===== config.mk =====
export PLATFORM = sky130hd
export DESIGN_NAME = lane_prechg_ctrl
export DESIGN_NICKNAME = d
export VERILOG_FILES = /design/src/rtl/lane_prechg_ctrl.sv
export SDC_FILE = /design/constraint.sdc
export NUM_CORES = 1
export LEC_CHECK = 0
export BUFFER_PORTS_ARGS = -buffer_cell sky130_fd_sc_hd__buf_2
export CAP_MARGIN = 0
export CORE_ASPECT_RATIO = 1.25
export CORE_MARGIN = 5
export CORE_UTILIZATION = 55
export CTS_CLUSTER_DIAMETER = 50
export DETAILED_ROUTE_END_ITERATION = 12
export PLACE_DENSITY = 0.77
export SLEW_MARGIN = 20
export SYNTH_ARGS = -nofsm -noshare
export SYNTH_HDL_FRONTEND = slang
export SYNTH_SLANG_ARGS = --single-unit
export TNS_END_PERCENT = 100

===== constraint.sdc =====
create_clock -name clk -period 2.25 [get_ports clk]
set_clock_uncertainty 0.15 [all_clocks]
set_input_delay 0.1125 -clock clk [delete_from_list [all_inputs] [get_ports clk]]
set_output_delay 0.1125 -clock clk [all_outputs]
set_load 0.1 [all_outputs]

===== src/rtl/lane_prechg_ctrl.sv =====
module lane_prechg_ctrl #(
  parameter int CYC_PER_US = 125,
  parameter int HOLD_US    = 100,
  parameter int CNT_W      = 3
) (
  input  logic             clk,
  input  logic             rst,
  input  logic             start,
  input  logic [CNT_W-1:0] lane_cnt,
  output logic [3:0]       pre_o,
  output logic             busy,
  output logic             done,
  output logic             err
);
  localparam int HOLD_CYC = CYC_PER_US * HOLD_US;
  localparam int TW = $clog2(HOLD_CYC + 1);

  logic [TW-1:0] tmr;
  logic [3:0]    mask;
  logic          legal, go;

  always_comb begin
    case (lane_cnt)
      CNT_W'(1): mask = 4'b0001;
      CNT_W'(2): mask = 4'b0011;
      CNT_W'(4): mask = 4'b1111;
      default:   mask = 4'b0000;
    endcase
  end

  assign legal = |mask;
  assign go    = start && !busy;

  always_ff @(posedge clk) begin
    if (rst) begin
      pre_o <= '0;
      busy  <= 1'b0;
      done  <= 1'b0;
      err   <= 1'b0;
      tmr   <= '0;
    end else begin
      done <= 1'b0;
      err  <= 1'b0;
      if (go) begin
        if (legal) begin
          pre_o <= mask;
          busy  <= 1'b1;
          tmr   <= TW'(HOLD_CYC - 1);
        end else begin
          err <= 1'b1;
        end
      end else if (busy) begin
        if (tmr == '0) begin
          pre_o <= '0;
          busy  <= 1'b0;
          done  <= 1'b1;
        end else begin
          tmr <= tmr - TW'(1);
        end
      end
    end
  end
endmodule



; Yosys cells after proc, flatten, opt, wreduce, memory -nomap -nowiden
; Index checks and enable logic that the tools add are counted.
[totals]
reg_bits = 21
latchBits = 0
ram_bits = 0
romBits = 0
inputBits = 6
out_inout_bits = 7
elab_cells = 38
mem_count = 0
[classes]
n_addsub = 1
n_mul = 0
div = 0
n_lt_le_gt_ge = 0
eq_ne = 5
shifts = 0
n_mux = 15
n_bitwise = 2
reduce_logical = 10
[ops]
columns = op, count
row1 = two-way mux 14 bit, 4
row2 = two-way mux 4 bit, 4
row3 = zero test 14 bit, 1
row4 = "subtractor 14 x 1 -> 14 bit, second input constant", 1
row5 = one-hot mux 4 bit (3 select lines), 1
row6 = two-way mux 1 bit, 6
row7 = AND reduction 3 bit, 2
row8 = "!= test 2 bit, second input constant", 2
row9 = nonzero test 2 bit, 2
row10 = OR reduction 4 bit, 1
row11 = "equality test 3 x 1 -> 1 bit, second input constant", 1
row12 = "equality test 3 x 2 -> 1 bit, second input constant", 1
row13 = "equality test 3 bit, second input constant", 1
row14 = OR reduction 3 bit, 1
row15 = inverter 1 bit, 2
row16 = OR reduction 2 bit, 1
row17 = logical AND 1 bit, 1
row18 = zero test 1 bit, 1

; Depth between registers and ports, before layout
[depth]
word_depth = 5
ltp_mapped = 7
ltp_nobuf = 7

; Worst setup path before layout
; Ideal clock, no wire load.
[synth_timing]
path_kind = flip-flop to flip-flop
from = reg busy
to = reg tmr[13]
setup_ns = 0.074
arrival_time_ns = 2.073
required_time_ns = 2.026
setup_slack_ns = -0.048
path_stages_with_launch = 6
n_path_buf = 0
synth_period_minus_slack_ns = 2.298
cell_sequence = dfxtp_1 -> inv_1 -> o311ai_4 -> nand3_1 -> or3b_1 -> a31oi_1
[synth_between]
elab_chain_len = 4
word_cells_on_any_way = 7
classes_between = eq/ne: 2 / mux: 1 / reduce/logical: 4
[synth_lines]
columns = item, line
row1 = from (decl), 11  ; output logic busy,
row2 = from (signal assigned), 37  ; busy <= 1'b0;
row3 = from (signal assigned), 47  ; busy <= 1'b1;
row4 = from (signal assigned), 55  ; busy <= 1'b0;
row5 = zero test 1 bit, 32  ; assign go = start && !busy;
row6 = logical AND 1 bit, 32
row7 = != test 2 bit (no source line) / nonzero test 2 bit (equally long branches), -
row8 = AND reduction 3 bit (no source line), -
row9 = to (signal assigned), 48  ; tmr <= TW'(HOLD_CYC - 1);
row10 = to (signal assigned), 58  ; tmr <= tmr - TW'(1);
row11 = to (decl), 18  ; logic [TW-1:0] tmr;
; Several ways; a longest one is shown, not always the timed one.
; A chain may end at the register's enable or synchronous reset.

; Worst setup path in the final report
[layout_timing]
from = reg tmr[0]
to = reg tmr[4]
[layout_between]
elab_chain_len = 4
word_cells_on_any_way = 7
classes_between = add/sub: 1 / eq/ne: 1 / mux: 3 / reduce/logical: 2
[layout_lines]
columns = item, line
row1 = subtractor 14 x 1 -> 14 bit, 58
row2 = two-way mux 14 bit, 53  ; if (tmr == '0) begin
row3 = two-way mux 14 bit, 52  ; end else if (busy) begin
row4 = two-way mux 14 bit, 44  ; if (go) begin
; Several ways; a longest one is shown, not always the timed one. The select of a mux whose other input is x is not followed.

==> impl_results.html <==
<table>
<tr><th>Metric</th><th>Value</th></tr>
<tr><th colspan="2">Status</th></tr>
<tr><td>Result of the run</td><td>completed</td></tr>
<tr><th colspan="2">GRT</th></tr>
<tr><td>GRT Residual Overflow</td><td>0</td></tr>
<tr><td>Fraction of met2 tracks used by global routing</td><td>approximately 29%</td></tr>
<tr><td>Gr busiest metal</td><td>met2</td></tr>
<tr><td>Wire length of the first global-routing pass</td><td>between 3 and 4 mm</td></tr>
<tr><td>Number of antenna violations at the first check in global routing</td><td>0</td></tr>
<tr><td>Met1 track utilization from global routing</td><td>24.4%</td></tr>
<tr><td>Vias in the first global route</td><td>just under 900</td></tr>
<tr><td>Global Route met3 Usage</td><td>under 10%</td></tr>
<tr><td>Maximum number of pins on one net before global-route repair</td><td>14</td></tr>
<tr><td>All-layer global routing usage</td><td>18.8%</td></tr>
<tr><th colspan="2">Synth</th></tr>
<tr><td>Top-area cell type share of the netlist area</td><td>between 40% and 50%</td></tr>
<tr><td>Number of instances in the synthesized netlist</td><td>between 100 and 150</td></tr>
<tr><td>Synth Warn #</td><td>0</td></tr>
<tr><td>Post-synthesis instance area</td><td>between 900 and 1000 um2</td></tr>
<tr><td>Cell types occupying the most area after synthesis</td><td>dfxtp_1 (41%), xor2_1 (8.0%), nor2_1 (4.2%)</td></tr>
<tr><td>Post-synthesis cell type with the largest combined area</td><td>dfxtp_1</td></tr>
<tr><td>Number of synthesized flops with an enable pin</td><td>0</td></tr>
<tr><td>Netlist cell types</td><td>36</td></tr>
<tr><td>Net count after synthesis</td><td>roughly 120</td></tr>
<tr><td>Post-synth ARST share</td><td>0%</td></tr>
<tr><td>Count of state elements after synthesis</td><td>20</td></tr>
<tr><td>Synth Area per Inst</td><td>between 8 and 9 um2</td></tr>
<tr><td>Proportion of synthesized chip area in sequential cells</td><td>40.6%</td></tr>
<tr><td>Main synth FF type</td><td>dfxtp_1</td></tr>
<tr><th colspan="2">Critical path</th></tr>
<tr><td>Data arrival at the endpoint of the critical path</td><td>roughly 2 ns</td></tr>
<tr><td>Cell type group with the largest total delay on the critical path</td><td>compound AO/OA/AOI/OAI gates</td></tr>
<tr><td>Critical path's largest stage delay</td><td>0.38 ns</td></tr>
<tr><td>Slowest cell on crit path</td><td>dfxtp_1</td></tr>
<tr><td>Highest net fanout along the worst path</td><td>4</td></tr>
<tr><td>Worst R2R Path Depth</td><td>8</td></tr>
<tr><td>Endpoint class of the critical path</td><td>flip-flop</td></tr>
<tr><td>Classification of the worst setup path</td><td>reg -&gt; reg</td></tr>
<tr><td>Buffers and inverters on the worst path</td><td>2</td></tr>
<tr><td>Critical Path, Cell by Cell</td><td>inv_1 &gt; ha_1 &gt; nor4b_2 &gt; buf_4 &gt; a41oi_1 &gt; nand3_1 &gt; xor2_1 &gt; a21oi_1</td></tr>
<tr><td>Critical Path Source Type</td><td>flip-flop</td></tr>
<tr><td>Logic depth of the worst path, buffers included</td><td>8</td></tr>
<tr><td>Required time at the worst-slack endpoint</td><td>approximately 2.4 ns</td></tr>
<tr><th colspan="2">Floorplanning</th></tr>
<tr><td>Vertical die dimension</td><td>between 50 and 60 um</td></tr>
<tr><td>Core box area</td><td>approximately 1700 um2</td></tr>
<tr><td>Initial core utilization</td><td>around 57%</td></tr>
<tr><td>Number of standard-cell rows in the floorplan</td><td>17</td></tr>
<tr><td>Top-level port count</td><td>13</td></tr>
<tr><td>Die Wd</td><td>approximately 48 um</td></tr>
<tr><td>Die outline area</td><td>between 2000 and 3000 um2</td></tr>
<tr><th colspan="2">Finish</th></tr>
<tr><td>Most common cell after layout, fill and taps aside</td><td>dfxtp_1</td></tr>
<tr><td>Total Nets Final</td><td>~140</td></tr>
<tr><td>Final cell count without fillers</td><td>147</td></tr>
<tr><td>Commonest non-fill, non-tap cells in the layout</td><td>dfxtp_1 (19), buf_2 (12), nor2_1 (11)</td></tr>
<tr><td>Area grow syn2layout</td><td>16.1%</td></tr>
<tr><td>Share of the core filled with cells</td><td>approximately two thirds</td></tr>
<tr><td>Fraction of final layout cells with drive strength greater than 1</td><td>between 10% and 20%</td></tr>
<tr><td>Diodes inserted</td><td>0</td></tr>
<tr><th colspan="2">Detailed routing</th></tr>
<tr><td>Initial DRC count</td><td>27</td></tr>
<tr><td>Via count</td><td>approximately 930</td></tr>
<tr><td>Wire length reported by the detailed router</td><td>2.15 mm</td></tr>
<tr><td>Via density</td><td>6.35</td></tr>
<tr><td>Router iterations before antenna repair</td><td>4</td></tr>
<tr><td>Routed len/inst</td><td>about 15 um</td></tr>
<tr><td>Number of routed nets with antenna violations</td><td>0</td></tr>
<tr><td>Number of remaining DRC errors</td><td>0</td></tr>
<tr><th colspan="2">Min path</th></tr>
<tr><td>Number of instances on the worst hold path</td><td>3</td></tr>
<tr><td>Worst hold-check path type</td><td>in -&gt; reg</td></tr>
<tr><th colspan="2">Pwr</th></tr>
<tr><td>Leakage power of the design</td><td>0.460 nW</td></tr>
<tr><td>Power density cells</td><td>1020 nW/um2</td></tr>
<tr><td>Max VDD drop</td><td>~0.00055 V</td></tr>
<tr><th colspan="2">Timing</th></tr>
<tr><td>Max-slew headroom at the worst pin</td><td>approximately two thirds</td></tr>
<tr><td>Post-Route Setup TNS</td><td>0 ns</td></tr>
<tr><td>Hold violation count in the final report</td><td>0</td></tr>
<tr><td>Actual slew at the worst max-slew pin</td><td>roughly 0.47 ns</td></tr>
<tr><td>Achievable frequency</td><td>510 MHz</td></tr>
<tr><td>Time the worst path needs with I/O delays and setup</td><td>about 2.0 ns</td></tr>
<tr><td>Final number of max-transition violations</td><td>0</td></tr>
<tr><td>RSZ-0062 raised after global routing</td><td>no</td></tr>
<tr><td>Final Setup Violations</td><td>0</td></tr>
<tr><td>Final critical-path share of the clock period</td><td>between 80% and 90%</td></tr>
<tr><th colspan="2">Placement</th></tr>
<tr><td>Port Buffers</td><td>12</td></tr>
<tr><td>Detailed Place HPWL</td><td>approximately 1.6 mm</td></tr>
<tr><td>Final weighted congestion in routability-driven placement</td><td>around 0.85</td></tr>
<tr><td>Placed instance count</td><td>142</td></tr>
<tr><th colspan="2">Clocking</th></tr>
<tr><td>Root cell of the clock tree</td><td>clkbuf_4</td></tr>
<tr><td>Clock latency on the worst-skew pair</td><td>approximately 0.31 ns</td></tr>
<tr><td>CTS sink cnt</td><td>20</td></tr>
<tr><td>TritonCTS clock tree</td><td>yes</td></tr>
<tr><td>Number of H-tree levels</td><td>1</td></tr>
<tr><td>Post-CTS Resized</td><td>0</td></tr>
<tr><td>Maximum count of clock buffers along a single path</td><td>2</td></tr>
<tr><td>Number of buffers created by CTS</td><td>3</td></tr>
<tr><td>Reg clk slew, reported paths</td><td>around 0.12 ns</td></tr>
<tr><th colspan="2">Job</th></tr>
<tr><td>Maxcap violations</td><td>0</td></tr>
</table>
metrics by stage:
stage | hold slack (ns) | power [mW] | setup slack, ns | instance area [um2]
finish | 0.0785 | 1.17 | 0.288 | 1140
global route | 0.0935 | 1.23 | 0.103 | 1140
CTS | 0.0816 | 1.17 | 0.285 | 1140
detailed placement | 0.302 | 0.870 | 0.317 | 1080
global placement | 0.293 | 0.863 | 0.397 | 1080
floorplan | 0.0412 | 0.764 | 0.363 | 987
cells in the mapped netlist, types with 3 or more instances:
library cell	instances
nand2_1	7
inv_1	6
o21ai_0	4
o211ai_1	4
a31oi_1	3
xor2_1	9
nor3_1	5
nand4_1	4
nor2_1	11
dfxtp_1	20
a21oi_1	4
nand3_1	3
registers in the layout, summed over array words and instances (netlist names):
register	count
err	1
done	1
tmr	14
pre_o	3
busy	1
repair_timing:
action,CTS,global route
hold buffers,1,0
endpoints found under the hold margin,9,0
buffers inserted,0,0
endpoints found under the setup margin,0,0
layer usage:
metal / wire length [um] / vias up / share of wire, %
li1: - / 448 / -
met1: 869 / 444 / 40
met5: 0 / - / 0
met3: 138 / 7 / 6.4
met4: 70 / 0 / 3.3
met2: 1080 / 35 / 50
area by class of cell:
class	instances	area (um2)
fillers	141	599
inverters	6	22.5
repair buffers	16	92.6
flip-flops and latches	20	402
well taps	19	23.8
clock buffers	3	22.5
clock inverters	1	30.0
multi-input cells	82	552
power by group:
| part | leakage [nW] | switching, mW | total [mW] | internal [mW] |
|---|---|---|---|---|
| clock | 0.0279 | 0.117 | 0.297 | 0.180 |
| sequential | 0.164 | 0.0447 | 0.447 | 0.402 |
| combinational | 0.268 | 0.278 | 0.423 | 0.145 |
| total | 0.460 | 0.440 | 1.17 | 0.727 |
cells by family after synthesis:
kind of cell / count (synthesis) / share of synthesized area [%]
flops: 20 / 40.6
fa+ha+maj: 1 / 1.27
simple gates: 44 / 24.9
compound gates: 26 / 20.1
buf+inv: 8 / 3.43
xor+xnor: 11 / 9.77
worst paths after layout:
| path | from | to | slack [ns] |
|---|---|---|---|
| worst max-delay path | tmr[0]$_SDFFE_PP0P_ | tmr[4]$_SDFFE_PP0P_ | 0.29 |
| worst min-delay path | lane_cnt[0] | err$_SDFF_PP0_ | 0.08 |
| worst max register to register | tmr[0]$_SDFFE_PP0P_ | tmr[4]$_SDFFE_PP0P_ | 0.29 |
| worst min register to register | pre_o[0]$_SDFFE_PP0P_ | pre_o[0]$_SDFFE_PP0P_ | 0.32 |
tightest hold or removal path: stages:
cell	delay, ns
buf_2	0.13
o21ai_0	0.08
and3_1	0.17
Note: power is estimated with default switching activity, not from simulation.
